### src/rtl/tic_pkg.sv
package tic_pkg;
  localparam int RING_CNT = 4;
  localparam int PRIO_CNT = 8;
  localparam int DATA_W   = 8;
  localparam int RING_W   = $clog2(RING_CNT);
  localparam int REG_W    = 2;
  localparam logic [DATA_W-1:0] PRIO_NONE = '1;

  localparam int RING_USER = 0;
  localparam int RING_OS   = 1;
  localparam int RING_POOL = 2;
  localparam int RING_PHYS = 3;

  typedef enum logic [REG_W-1:0] {
    REG_CUR  = 2'd0,
    REG_PEND = 2'd1,
    REG_BEST = 2'd2,
    REG_ACK  = 2'd3
  } tic_reg_e;

  typedef struct packed {
    logic [RING_CNT-1:0] wrCur;
    logic [RING_CNT-1:0] wrPend;
    logic [RING_CNT-1:0] ackClr;
    logic [RING_CNT-1:0] reqSet;
    logic [PRIO_CNT-1:0] reqMask;
    logic [DATA_W-1:0]   wdata;
  } tic_strb_t;

  // One-hot pending bit for a priority; zero for out-of-range levels.
  function automatic logic [PRIO_CNT-1:0] prioToMask(input logic [DATA_W-1:0] prio);
    logic [PRIO_CNT-1:0] m;
    m = '0;
    for (int i = 0; i < PRIO_CNT; i++)
      if (prio == DATA_W'(i)) m[PRIO_CNT-1-i] = 1'b1;
    return m;
  endfunction

  // Leading-zero count of the pending buffer, or the none code.
  function automatic logic [DATA_W-1:0] prioFromPend(input logic [PRIO_CNT-1:0] pend);
    logic [DATA_W-1:0] res;
    res = PRIO_NONE;
    for (int i = PRIO_CNT-1; i >= 0; i--)
      if (pend[PRIO_CNT-1-i]) res = DATA_W'(i);
    return res;
  endfunction
endpackage

### src/rtl/tic_ring_dp.sv
module tic_ring_dp
  import tic_pkg::*;
(
  input  logic                clk,
  input  logic                rstN,
  input  tic_strb_t           strb,
  output logic [DATA_W-1:0]   curPrio  [RING_CNT],
  output logic [PRIO_CNT-1:0] pendBuf  [RING_CNT],
  output logic [DATA_W-1:0]   bestPrio [RING_CNT],
  output logic [RING_CNT-1:0] excReq
);
  for (genvar r = 0; r < RING_CNT; r++) begin : g_ring
    logic [PRIO_CNT-1:0] pendQ, pendNext;
    logic [DATA_W-1:0]   curQ, best;
    logic                ackHit;

    assign best   = prioFromPend(pendQ);
    assign ackHit = strb.ackClr[r] && (best != PRIO_NONE);

    always_comb begin
      pendNext = pendQ;
      if (strb.wrPend[r])
        pendNext = strb.wdata[PRIO_CNT-1:0];
      else if (strb.ackClr[r])
        pendNext = pendQ & ~prioToMask(best);
      if (strb.reqSet[r])
        pendNext = pendNext | strb.reqMask;
    end

    always_ff @(posedge clk) begin
      if (!rstN) begin
        pendQ <= '0;
        curQ  <= '0;
      end else begin
        pendQ <= pendNext;
        if (strb.wrCur[r])
          curQ <= strb.wdata;
        else if (ackHit)
          curQ <= best;
      end
    end

    assign curPrio[r]  = curQ;
    assign pendBuf[r]  = pendQ;
    assign bestPrio[r] = best;
    assign excReq[r]   = best < curQ;
  end
endmodule

### src/rtl/tic_ctrl.sv
module tic_ctrl
  import tic_pkg::*;
(
  input  logic                clk,
  input  logic                rstN,
  input  logic                reqValid,
  input  logic [RING_W-1:0]   reqRing,
  input  logic [DATA_W-1:0]   reqPrio,
  input  logic                busValid,
  input  logic                busWrite,
  input  logic [1:0]          busPage,
  input  logic [RING_W-1:0]   busRing,
  input  logic [REG_W-1:0]    busReg,
  input  logic [DATA_W-1:0]   busWdata,
  input  logic [DATA_W-1:0]   curPrio  [RING_CNT],
  input  logic [PRIO_CNT-1:0] pendBuf  [RING_CNT],
  input  logic [DATA_W-1:0]   bestPrio [RING_CNT],
  output tic_strb_t           strb,
  output logic [DATA_W-1:0]   busRdata,
  output logic                busRvalid
);
  logic              allowed, isRd, isWr;
  tic_reg_e          regSel;
  logic [DATA_W-1:0] rdNext, rdataQ;
  logic              rvalidQ;

  // Less privileged pages see fewer rings.
  assign allowed = (int'(busRing) + int'(busPage)) <= (RING_CNT - 1);
  assign isRd    = busValid && !busWrite;
  assign isWr    = busValid && busWrite;
  assign regSel  = tic_reg_e'(busReg);

  always_comb begin
    strb         = '0;
    strb.wdata   = busWdata;
    strb.reqMask = prioToMask(reqPrio);
    strb.reqSet[reqRing] = reqValid;
    if (allowed) begin
      strb.wrCur[busRing]  = isWr && (regSel == REG_CUR);
      strb.wrPend[busRing] = isWr && (regSel == REG_PEND);
      strb.ackClr[busRing] = isRd && (regSel == REG_ACK);
    end
  end

  always_comb begin
    rdNext = '0;
    if (allowed) begin
      unique case (regSel)
        REG_CUR:  rdNext = curPrio[busRing];
        REG_PEND: rdNext = DATA_W'(pendBuf[busRing]);
        REG_BEST: rdNext = bestPrio[busRing];
        REG_ACK:  rdNext = bestPrio[busRing];
        default:  rdNext = '0;
      endcase
    end
  end

  always_ff @(posedge clk) begin
    if (!rstN) begin
      rdataQ  <= '0;
      rvalidQ <= 1'b0;
    end else begin
      rvalidQ <= isRd;
      if (isRd) rdataQ <= rdNext;
    end
  end

  assign busRdata  = rdataQ;
  assign busRvalid = rvalidQ;
endmodule

### src/rtl/thread_irq_ctx.sv
module thread_irq_ctx
  import tic_pkg::*;
(
  input  logic              clk,
  input  logic              rstN,
  input  logic              reqValid,
  input  logic [RING_W-1:0] reqRing,
  input  logic [DATA_W-1:0] reqPrio,
  input  logic              busValid,
  input  logic              busWrite,
  input  logic [1:0]        busPage,
  input  logic [RING_W-1:0] busRing,
  input  logic [REG_W-1:0]  busReg,
  input  logic [DATA_W-1:0] busWdata,
  output logic [DATA_W-1:0] busRdata,
  output logic              busRvalid,
  output logic              hvIrq,
  output logic              osIrq
);
  tic_strb_t           strb;
  logic [DATA_W-1:0]   curPrio  [RING_CNT];
  logic [PRIO_CNT-1:0] pendBuf  [RING_CNT];
  logic [DATA_W-1:0]   bestPrio [RING_CNT];
  logic [RING_CNT-1:0] excReq;

  tic_ctrl u_ctrl (
    .clk(clk), .rstN(rstN),
    .reqValid(reqValid), .reqRing(reqRing), .reqPrio(reqPrio),
    .busValid(busValid), .busWrite(busWrite), .busPage(busPage),
    .busRing(busRing), .busReg(busReg), .busWdata(busWdata),
    .curPrio(curPrio), .pendBuf(pendBuf), .bestPrio(bestPrio),
    .strb(strb), .busRdata(busRdata), .busRvalid(busRvalid)
  );

  tic_ring_dp u_dp (
    .clk(clk), .rstN(rstN), .strb(strb),
    .curPrio(curPrio), .pendBuf(pendBuf), .bestPrio(bestPrio),
    .excReq(excReq)
  );

  assign osIrq = excReq[RING_OS];
  assign hvIrq = excReq[RING_POOL] | excReq[RING_PHYS];
endmodule

### config.mk
export PLATFORM = sky130hd
export DESIGN_NAME = thread_irq_ctx
export DESIGN_NICKNAME = d
export VERILOG_FILES = /design/src/rtl/tic_pkg.sv /design/src/rtl/tic_ring_dp.sv /design/src/rtl/tic_ctrl.sv /design/src/rtl/thread_irq_ctx.sv
export SDC_FILE = /design/constraint.sdc
export NUM_CORES = 1
export LEC_CHECK = 0
export BUFFER_PORTS_ARGS = -buffer_cell sky130_fd_sc_hd__buf_2
export CAP_MARGIN = 20
export CORE_UTILIZATION = 60
export DETAILED_ROUTE_END_ITERATION = 16
export PLACE_DENSITY = 0.84
export SLEW_MARGIN = 20
export SYNTH_ARGS = -nofsm -noshare
export SYNTH_HDL_FRONTEND = slang
export SYNTH_SLANG_ARGS = --single-unit
### constraint.sdc
create_clock -name clk -period 7.21 [get_ports clk]
set_clock_uncertainty 0.15 [all_clocks]
set_input_delay 0.3605 -clock clk [delete_from_list [all_inputs] [get_ports clk]]
set_output_delay 0.3605 -clock clk [all_outputs]
set_load 0.01 [all_outputs]
==> out/results.txt, run 1 <==
vias post-DR = 5,151
final cycle utilization of the critical path = 54.0%
Distinct cells, synth = 64
Rel. slew slack = 39.1%
area of the core = 7810 um^2
RSZ-0062 raised after global routing = no
post-synthesis xor/xnor area fraction = 0%
post-synthesis compound-gate area fraction = 24.2%
die height = 92.2 um
clk slew on worst S/H paths = 0.07 ns
FMAX = 257 MHz
syn nets = 635
P per Cell Area = 159 nW/um^2
main combinational cell family by area after synthesis = compound AO/OA/AOI/OAI gates
synthesis-stage register bit count = 73
ant diodes = 0
Clock Latency Late Sink = 0.36 ns
DR iter-0 viols = 693
cell family with most CP delay = simple AND/OR/NAND/NOR gates
ys flop type = dfxtp_1
Final Max Tran Viols = 0
hpwl dp = 12.8 mm
part of the power in registers = 49.2%
Hold Crit Depth = 3
fin crit period = 3.89 ns
largest net degree at the start of global routing = 39
Post-DRT Antenna Nets = 0
post-synthesis simple-gate area fraction = 23.6%
logic gate share of total power = 12.7%
TritonCTS clock tree = yes
crit start category = flip-flop
Core Rows = 32
Nets = 658
routability cong. = 1.01
initial antenna violation count = 1
Initial Utilization = 62.5%
Gate Count Post-Synth = 584
Area Overhead vs Synth = 8.18%
most frequent cells in the layout = dfxtp_1, nand2_1, nor2_1
IO Pins = 40
critical path depth = 10
outcome = completed
synth warn = 0
switching fraction of total power = 28.5%
vias in the first global route = 4,931
maximum capacitance violations = 0
crit path DAT = 3.38 ns
share of post-route cells with drive strength above 1 = 15.4%
Die Area = 8500 um^2
Hold Slack = 0.206 ns
total CTS buffers = 9
Clock power frac = 38.1%
slowest CP cell = nor4_1
total wire length = 17.0 mm
HP Class = in -> reg
# setup viols final = 0
FF-to-FF path depth = 5
via/cell ratio = 7.23
post-synthesis mux area share = 10.9%
Die W = 92.2 um
Post-CTS Setup Inserts = 0
CP Cell Sequence = nor4_1 -> nand2_1 -> inv_1 -> ha_1 -> a21o_1 -> a21oi_1 -> nand2_1 -> a41oi_1 -> a211o_1 -> buf_2
sw power = 239 uW
PostCTS Resize Cnt = 0
first-pass GRT wire length = 26.7 mm
Total GRT Usage = 42.1%
most common cell after layout, fill and taps aside = dfxtp_1
CP Class = reg -> out
Crit. End Element = output port
Overflow after GRT = 0
hold_buf cts = 0
cell mode on critical path = nand2_1
Avg Inst Size Synth = 8.35 um^2
Root Buffer Master = clkbuf_8
Worst-Margin Slew = 0.905 ns
Post-Synth Adder-Cell Area = 5.64%
Max VDD drop = 0.0000901 V
Crit path required time = 6.70 ns
Post-synth EDFFs = 0
clk buf depth = 2
DRT Pass-1 Iters = 5
LEAKAGE = 1.79 nW
Crit Path Max Fanout = 8
P_int = 599 uW
CTS H-tree lvls = 3
Buf+Inv Stages, Crit Path = 2
# DRC = 0
I/O Buffers = 39
Fin. Hold Viols = 0
Synth async-reset ratio = 0%
Synth Cell Area = 4880 um^2
WL/cell = 23.8 um
register area share after synthesis = 30.0%
setup TNS = 0 ns
slowest stage delay, CP = 0.83 ns
clock sink total = 73
[cell type report]
| class | instances | area, um^2 |
|---|---|---|
| inverters | 41 | 154 |
| well taps | 102 | 128 |
| clock buffers | 9 | 124 |
| multi-input cells | 442 | 3150 |
| clock inverters | 5 | 58.8 |
| flip-flops and latches | 73 | 1460 |
| repair buffers | 40 | 203 |
| fillers | 715 | 2530 |
[through the flow]
stage / power (mW) / area, um^2 / instances / utilization (%) / worst slack (ns)
final: 0.838 / 5280 / 712 / 67.6 / 3.32
after floorplan: 0.485 / 4880 / 584 / - / 4.42
after global routing: 0.863 / 5280 / 712 / 67.6 / 3.05
after detailed placement: 0.524 / 5080 / 698 / 65.1 / 3.74
after global placement: 0.522 / 5080 / 698 / 65.1 / 3.74
after CTS: 0.830 / 5270 / 712 / 67.4 / 3.35
[logic make-up (layout without fill, tap and decap cells)]
| family | after synthesis | count (layout) |
|---|---|---|
| DFF | 73 | 73 |
| muxes | 30 | 30 |
| adders and majority gates | 22 | 22 |
| and+or+nand+nor | 227 | 227 |
| AOI/OAI and AO/OA | 163 | 163 |
| buffers and inverters | 69 | 95 |
[power by group through the flow]
stage          clock network (mW)  registers [mW]  logic [mW]
2_1_floorplan                   0           0.421      0.0638
3_3_place_gp                    0           0.421       0.101
3_5_place_dp                    0           0.421       0.102
4_1_cts                     0.315           0.412       0.103
5_1_grt                     0.336           0.412       0.115
6_report                    0.319           0.412       0.106
[sequential cells by signal, summed over array words and instances (netlist names)]
register and count:
u_ctrl.busRdata 8, u_ctrl.busRvalid 1, u_dp.g_ring.curQ 32, u_dp.g_ring.pendQ 32
[worst paths after layout]
check | endpoint | slack (ns) | from
max | hvIrq | 3.32 | u_dp.g_ring[2].pendQ[7]
max reg2reg | u_ctrl.busRdata[3] | 4.44 | u_dp.g_ring[2].pendQ[7]
min reg2reg | u_ctrl.busRdata[4] | 0.35 | u_ctrl.busRdata[4]
min | u_dp.g_ring[3].curQ[2] | 0.21 | busWdata[2]
[synth_stat cells, drive strengths merged (9+ instances only)]
cell type,number,area (um^2)
mux4,18,405
nor3,14,75.1
nand3,23,115
a21oi,30,150
ha,22,275
o22ai,14,87.6
nor2,53,201
o21ai,19,95.1
dfxtp,73,1460
clkbuf,15,56.3
a22oi,11,82.6
a32o,13,130
o211ai,10,75.1
nand2b,9,63.8
inv,38,143
nor4,15,113
nand2,66,248
buf,13,70.1
[worst register-to-register path, cell delays in order (launching register included)]
cell and delay (ns):
dfxtp_1 0.42, nor4_1 0.83, nand2_1 0.39, mux4_2 0.56, nor2_2 0.22, a221o_1 0.16
[routing by layer]
layer  vias up  GRT usage, %  wire length [um]
met5         -             0                 0
met2       402          61.3              7110
met1      2417          55.3              6520
li1       2272             -                 -
met3        60          15.1              2580
met4         0          20.2               752
No activity file was read; power rests on OpenSTA's default activity.
==> run 2, diff against run 1 <==
==> constraint.sdc (replaced) <==
create_clock -name clk -period 3.8 [get_ports clk]
set_clock_uncertainty 0.15 [all_clocks]
set_input_delay 0.19 -clock clk [delete_from_list [all_inputs] [get_ports clk]]
set_output_delay 0.19 -clock clk [all_outputs]
set_load 0.01 [all_outputs]
==> run 2 against run 1 <==
Clock power rose by 140%. Critical path depth rose by 1. Non-clock buffer count rose by 9. Sequential share of layout area fell by 0.61 points. Cell area rose by 2.3%. Critical path type unchanged. Largest cell class unchanged.
==> out/results.txt, run 2 (same netlist as run 1, synthesis figures left out) <==
outcome = completed
clk slew on worst S/H paths = 0.09 ns
routability cong. = 1.01
largest net degree at the start of global routing = 31
Rel. slew slack = 39.4%
Worst Setup SP = u_dp.g_ring[3].pendQ[2]
# setup viols final = 0
HP Class = in -> reg
most frequent cells in the layout = dfxtp_1, nand2_1, nor2_1
final cycle utilization of the critical path = 85.7%
slowest stage delay, CP = 0.47 ns
# DRC = 0
register area = 1460 um^2
switching fraction of total power = 26.5%
vias post-DR = 5,186
Worst-Margin Slew = 0.901 ns
CP Cell Sequence = nor4_1 -> buf_4 -> nand2_1 -> inv_1 -> ha_1 -> a21oi_1 -> nand2_1 -> a211o_1 -> a21oi_1 -> a211o_1 -> buf_2
Placed Cells = 706
setup TNS = 0 ns
Post-DRT Antenna Nets = 0
sw power = 467 uW
via/cell ratio = 7.17
crit path DAT = 2.92 ns
Multi-input gate area = 3140 um^2
Max VDD drop = 0.000286 V
Fin. Hold Viols = 0
DR iter-0 viols = 718
CTS H-tree lvls = 3
ant diodes = 0
clk buf depth = 2
total CTS buffers = 9
I/O Buffers = 39
Root Buffer Master = clkbuf_8
WL/cell = 23.8 um
slowest CP cell = nor4_1
FF-to-FF path depth = 5
Finished Layout Cells = 723
FF-to-FF setup slack = 1.13 ns
most common cell after layout, fill and taps aside = dfxtp_1
total wire length = 17.2 mm
LEAKAGE = 1.87 nW
Core Util, Final = 69.1%
part of the power in registers = 44.3%
Clock Latency Late Sink = 0.37 ns
Crit. End Element = output port
share of post-route cells with drive strength above 1 = 16.3%
P per Cell Area = 327 nW/um^2
die height = 92.2 um
Nets = 667
critical path depth = 11
hpwl dp = 12.8 mm
RSZ-0062 raised after global routing = no
cell family with most CP delay = compound AO/OA/AOI/OAI gates
initial antenna violation count = 0
vias in the first global route = 4,852
CP Class = reg -> out
Final Max Tran Viols = 0
Overflow after GRT = 0
PostCTS Resize Cnt = 0
Area Overhead vs Synth = 10.6%
DRT Pass-1 Iters = 5
first-pass GRT wire length = 26.6 mm
FMAX = 307 MHz
fin crit period = 3.26 ns
Clock power frac = 43.9%
crit start category = flip-flop
Crit Path Max Fanout = 5
Total GRT Usage = 41.8%
Die W = 92.2 um
r2r endpoint = u_ctrl.busRdata[4]
area of the core = 7810 um^2
Reg2Reg Launch Point = u_dp.g_ring[0].pendQ[5]
IO Pins = 40
maximum capacitance violations = 0
Critical Path End = hvIrq
Buf+Inv Stages, Crit Path = 3
# fillers = 641
clock sink total = 73
P_int = 1.30 mW
Initial Utilization = 62.5%
TritonCTS clock tree = yes
Core Rows = 32
Die Area = 8500 um^2
logic gate share of total power = 11.8%
Crit path required time = 3.46 ns
[run 2: changes by cell type in the layout (fill, tap and decap cells not counted), sizes merged]
| cell | previous run | this run |
|---|---|---|
| buf | 40 | 48 |
| bufinv | 1 | 3 |
| clkbuf | 9 | 11 |
| clkinv | 5 | 4 |
| clkinvlp | 2 | 1 |
| dlygate4sd3 | 0 | 1 |
[run 2: layout make-up]
type                       count  share of cell area (%)
sequential                    73                    27.1
inverter                      41                    2.85
clock buffer                  11                    2.62
clock inverter                 5                    1.90
tap                          102                    2.36
timing repair buffer          49                    5.05
multi-input combinational    442                    58.1
[run 2: worst reg2reg max path: cells and delay by family, from the launching register on]
| family | cells | cell delay [ns] |
|---|---|---|
| multiplexers | 1 | 0.60 |
| AO/OA/AOI/OAI | 1 | 0.14 |
| AND/OR/NAND/NOR | 3 | 1.29 |
| flip-flops | 1 | 0.44 |
[run 2: how the worst min path moves through the flow]
| stage | cells past startpoint | startpoint | to | slack [ns] |
|---|---|---|---|---|
| final | 3 | busValid | u_ctrl.busRvalid | 0.01 |
| after global routing | 3 | busWdata[3] | u_dp.g_ring[3].curQ[3] | 0.04 |
| after CTS | 3 | busValid | u_ctrl.busRvalid | 0.02 |
| after detailed placement | 1 | u_ctrl.busRdata[2] | u_ctrl.busRdata[2] | 0.31 |
| after global placement | 1 | u_ctrl.busRdata[2] | u_ctrl.busRdata[2] | 0.30 |
| after floorplan | 2 | busWdata[2] | u_dp.g_ring[1].pendQ[2] | 0.16 |
[run 2: layer usage]
metal | GRT usage (%) | routed length [um] | part of all wire [%]
met1 | 55.4 | 6610 | 38
met4 | 22.4 | 909 | 5.3
met5 | 0.641 | 0 | 0
met2 | 61.4 | 7320 | 43
met3 | 11.9 | 2360 | 14
[run 2: power by group through the flow]
| stage | Sequential [mW] | Clock [mW] | Combinational, mW |
|---|---|---|---|
| after detailed placement | 0.799 | 0 | 0.198 |
| after floorplan | 0.798 | 0 | 0.121 |
| after global routing | 0.782 | 0.801 | 0.222 |
| after global placement | 0.798 | 0 | 0.196 |
| after CTS | 0.781 | 0.770 | 0.200 |
| final | 0.781 | 0.775 | 0.208 |
[run 2: timing repair]
action	in CTS	in global routing
hold buffers	1	0
endpoints found under the hold margin	2	0
buffers inserted	0	0
[run 2: through the flow]
step | total power, mW | hold slack [ns] | instance area, um^2 | setup slack [ns]
global placement | 0.995 | 0.302 | 5140 | 0.979
global route | 1.81 | 0.0440 | 5400 | 0.426
finish | 1.76 | 0.0102 | 5400 | 0.543
CTS | 1.75 | 0.0157 | 5400 | 0.630
detailed placement | 0.997 | 0.308 | 5140 | 1.02
floorplan | 0.919 | 0.162 | 4880 | 1.18
==> run 3, diff against run 2 <==
--- a/config.mk
+++ b/config.mk
@@ -6,7 +6,7 @@
 export NUM_CORES = 1
 export LEC_CHECK = 0
 export BUFFER_PORTS_ARGS = -buffer_cell sky130_fd_sc_hd__buf_2
-export CAP_MARGIN = 20
+export CORE_MARGIN = 1.5
 export CORE_UTILIZATION = 60
 export DETAILED_ROUTE_END_ITERATION = 16
 export PLACE_DENSITY = 0.84
==> constraint.sdc (replaced) <==
create_clock -name clk -period 3.8 [get_ports clk]
set_clock_uncertainty 0.15 [all_clocks]
set_input_delay 1.14 -clock clk [delete_from_list [all_inputs] [get_ports clk]]
set_output_delay 1.14 -clock clk [all_outputs]
set_load 0.01 [all_outputs]
==> run 3 against run 2 <==
Worst setup slack worse by 0.47 ns. Fmax shrank 13%. Final cell count is 4.0% higher. Clock power shrank 17%. Global-route usage down 0.11 points. Count of clock-buffer cells in the layout shrank 1. Largest cell class unchanged. Largest power group unchanged.
==> out/results.txt, run 3 (same netlist as run 1, synthesis figures left out) <==
outcome = completed
# DRC = 0
CTS H-tree lvls = 3
Core Util, Final = 72.9%
slowest stage delay, CP = 0.36 ns
Placed Cells = 731
highest routed layer = met5
Root Buffer Master = clkbuf_8
area of the core = 7810 um^2
Die W = 93.2 um
Die Area = 8680 um^2
DR iter-0 viols = 861
crit start category = flip-flop
Hold EP = u_ctrl.busRdata[2]
hold_buf cts = 0
final cycle utilization of the critical path = 98.1%
power consumption = 1.64 mW
slowest CP cell = nor4_4
share of post-route cells with drive strength above 1 = 24.3%
Hold Crit Depth = 1
most common cell after layout, fill and taps aside = dfxtp_1
DR WL met3 = 2.53 mm
DRT Pass-1 Iters = 5
Post-DRT Antenna Nets = 0
clk buf depth = 2
Nets = 696
Met1 Routed Length = 6.66 mm
Fin. Hold Viols = 0
clk slew on worst S/H paths = 0.09 ns
# setup viols final = 0
Overflow after GRT = 0
Buf+Inv Stages, Crit Path = 2
HP Class = reg -> reg
Finished Layout Cells = 752
Crit. End Element = output port
first-pass GRT wire length = 27.0 mm
Area Overhead vs Synth = 16.7%
total wire length = 17.5 mm
FF-to-FF setup slack = 1.45 ns
maximum capacitance violations = 0
LEAKAGE = 2.05 nW
Core Rows = 32
Max VDD drop = 0.000187 V
total CTS buffers = 9
met2 wire len = 7.50 mm
CP Cell Sequence = nor4_4 -> nand2_2 -> inv_2 -> ha_1 -> a21o_1 -> a21o_1 -> a211oi_2 -> o31a_1 -> buf_2
Design Area, Final = 5700 um^2
vias in the first global route = 4,966
TritonCTS clock tree = yes
most frequent cells in the layout = dfxtp_1, nand2_1, nor2_1
cell family with most CP delay = compound AO/OA/AOI/OAI gates
via/cell ratio = 7.16
CP Class = reg -> out
largest net degree at the start of global routing = 31
Rel. slew slack = 52.6%
Initial Utilization = 62.5%
Final Max Tran Viols = 0
vias post-DR = 5,386
Worst-Margin Slew = 0.710 ns
FF-to-FF path depth = 6
initial antenna violation count = 0
P per Cell Area = 289 nW/um^2
Clock Latency Late Sink = 0.36 ns
I/O Buffers = 39
clock sink total = 73
ant diodes = 0
IO Pins = 40
r2r endpoint = u_ctrl.busRdata[0]
crit path DAT = 2.44 ns
fin crit period = 3.73 ns
Crit Path Max Fanout = 5
cell mode on critical path = a21o_1
hpwl dp = 13.2 mm
HP Start = u_ctrl.busRdata[2]
FMAX = 268 MHz
routability cong. = 1.01
area post-placement = 5330 um^2
WL/cell = 23.3 um
Total GRT Usage = 41.7%
Crit path required time = 2.51 ns
die height = 93.2 um
Reg2Reg Launch Point = u_dp.g_ring[2].pendQ[5]
==> run 3: cell count changes in the layout (fill, tap and decap cells not counted), sizes merged <==
cell / before / now
dlygate4sd3: 1 / 0
buf: 48 / 78
clkinv: 4 / 6
clkbuf: 11 / 10
clkinvlp: 1 / 2
bufinv: 3 / 1
==> run 3: metal layers <==
metal,GRT usage (%),vias up
li1,-,2345
met3,10.6,61
met2,60.8,469
met1,56.8,2509
met5,3.21,-
met4,21.0,2
==> run 3: worst max-delay path by stage <==
stage                     slack (ns)  depth (start not counted)     to                     from
after detailed placement        0.11                          9  osIrq  u_dp.g_ring[1].pendQ[6]
after floorplan                 0.23                          9  hvIrq  u_dp.g_ring[3].pendQ[2]
after global placement          0.13                          9  osIrq  u_dp.g_ring[1].pendQ[6]
after global routing           -0.02                          9  osIrq  u_dp.g_ring[1].pendQ[5]
final                           0.07                          9  osIrq  u_dp.g_ring[1].pendQ[5]
after CTS                       0.02                         12  hvIrq  u_dp.g_ring[3].pendQ[6]
==> run 3: timing repair <==
| item | CTS | global route |
|---|---|---|
| setup endpoints to repair | 2 | 2 |
| hold endpoints to repair | 0 | 0 |
| buffers inserted | 1 | 4 |
| gates resized for setup | 16 | 17 |
| pin swaps | 1 | 6 |
==> run 3: report_power, final <==
group / internal [mW] / switching (mW)
Combinational: 0.0794 / 0.142
Sequential: 0.773 / 0.00773
Clock: 0.322 / 0.319
==> run 3: cell type report <==
type | count | area (um^2)
multi-input combinational | 442 | 3250
fill | 623 | 2110
sequential | 73 | 1470
timing repair buffer | 78 | 488
inverter | 41 | 156
clock buffer | 10 | 138
tap | 102 | 128
clock inverter | 6 | 67.6
==> run 3: stage by stage <==
stage | hold WS (ns) | setup WS [ns] | TNS, ns
after floorplan | 0.298 | 0.234 | 0
after global placement | 0.299 | 0.129 | 0
after detailed placement | 0.315 | 0.115 | 0
after CTS | 0.334 | 0.0182 | 0
after global routing | 0.365 | -0.0188 | -0.0271
final | 0.335 | 0.0713 | 0
==> run 3: worst register-to-register path, cell delays in order (launching register included) <==
cell and delay (ns):
dfxtp_1 0.38, buf_4 0.17, inv_1 0.06, a221oi_1 0.57, nor2_1 0.24, mux4_2 0.54
a2bb2oi_1 0.15
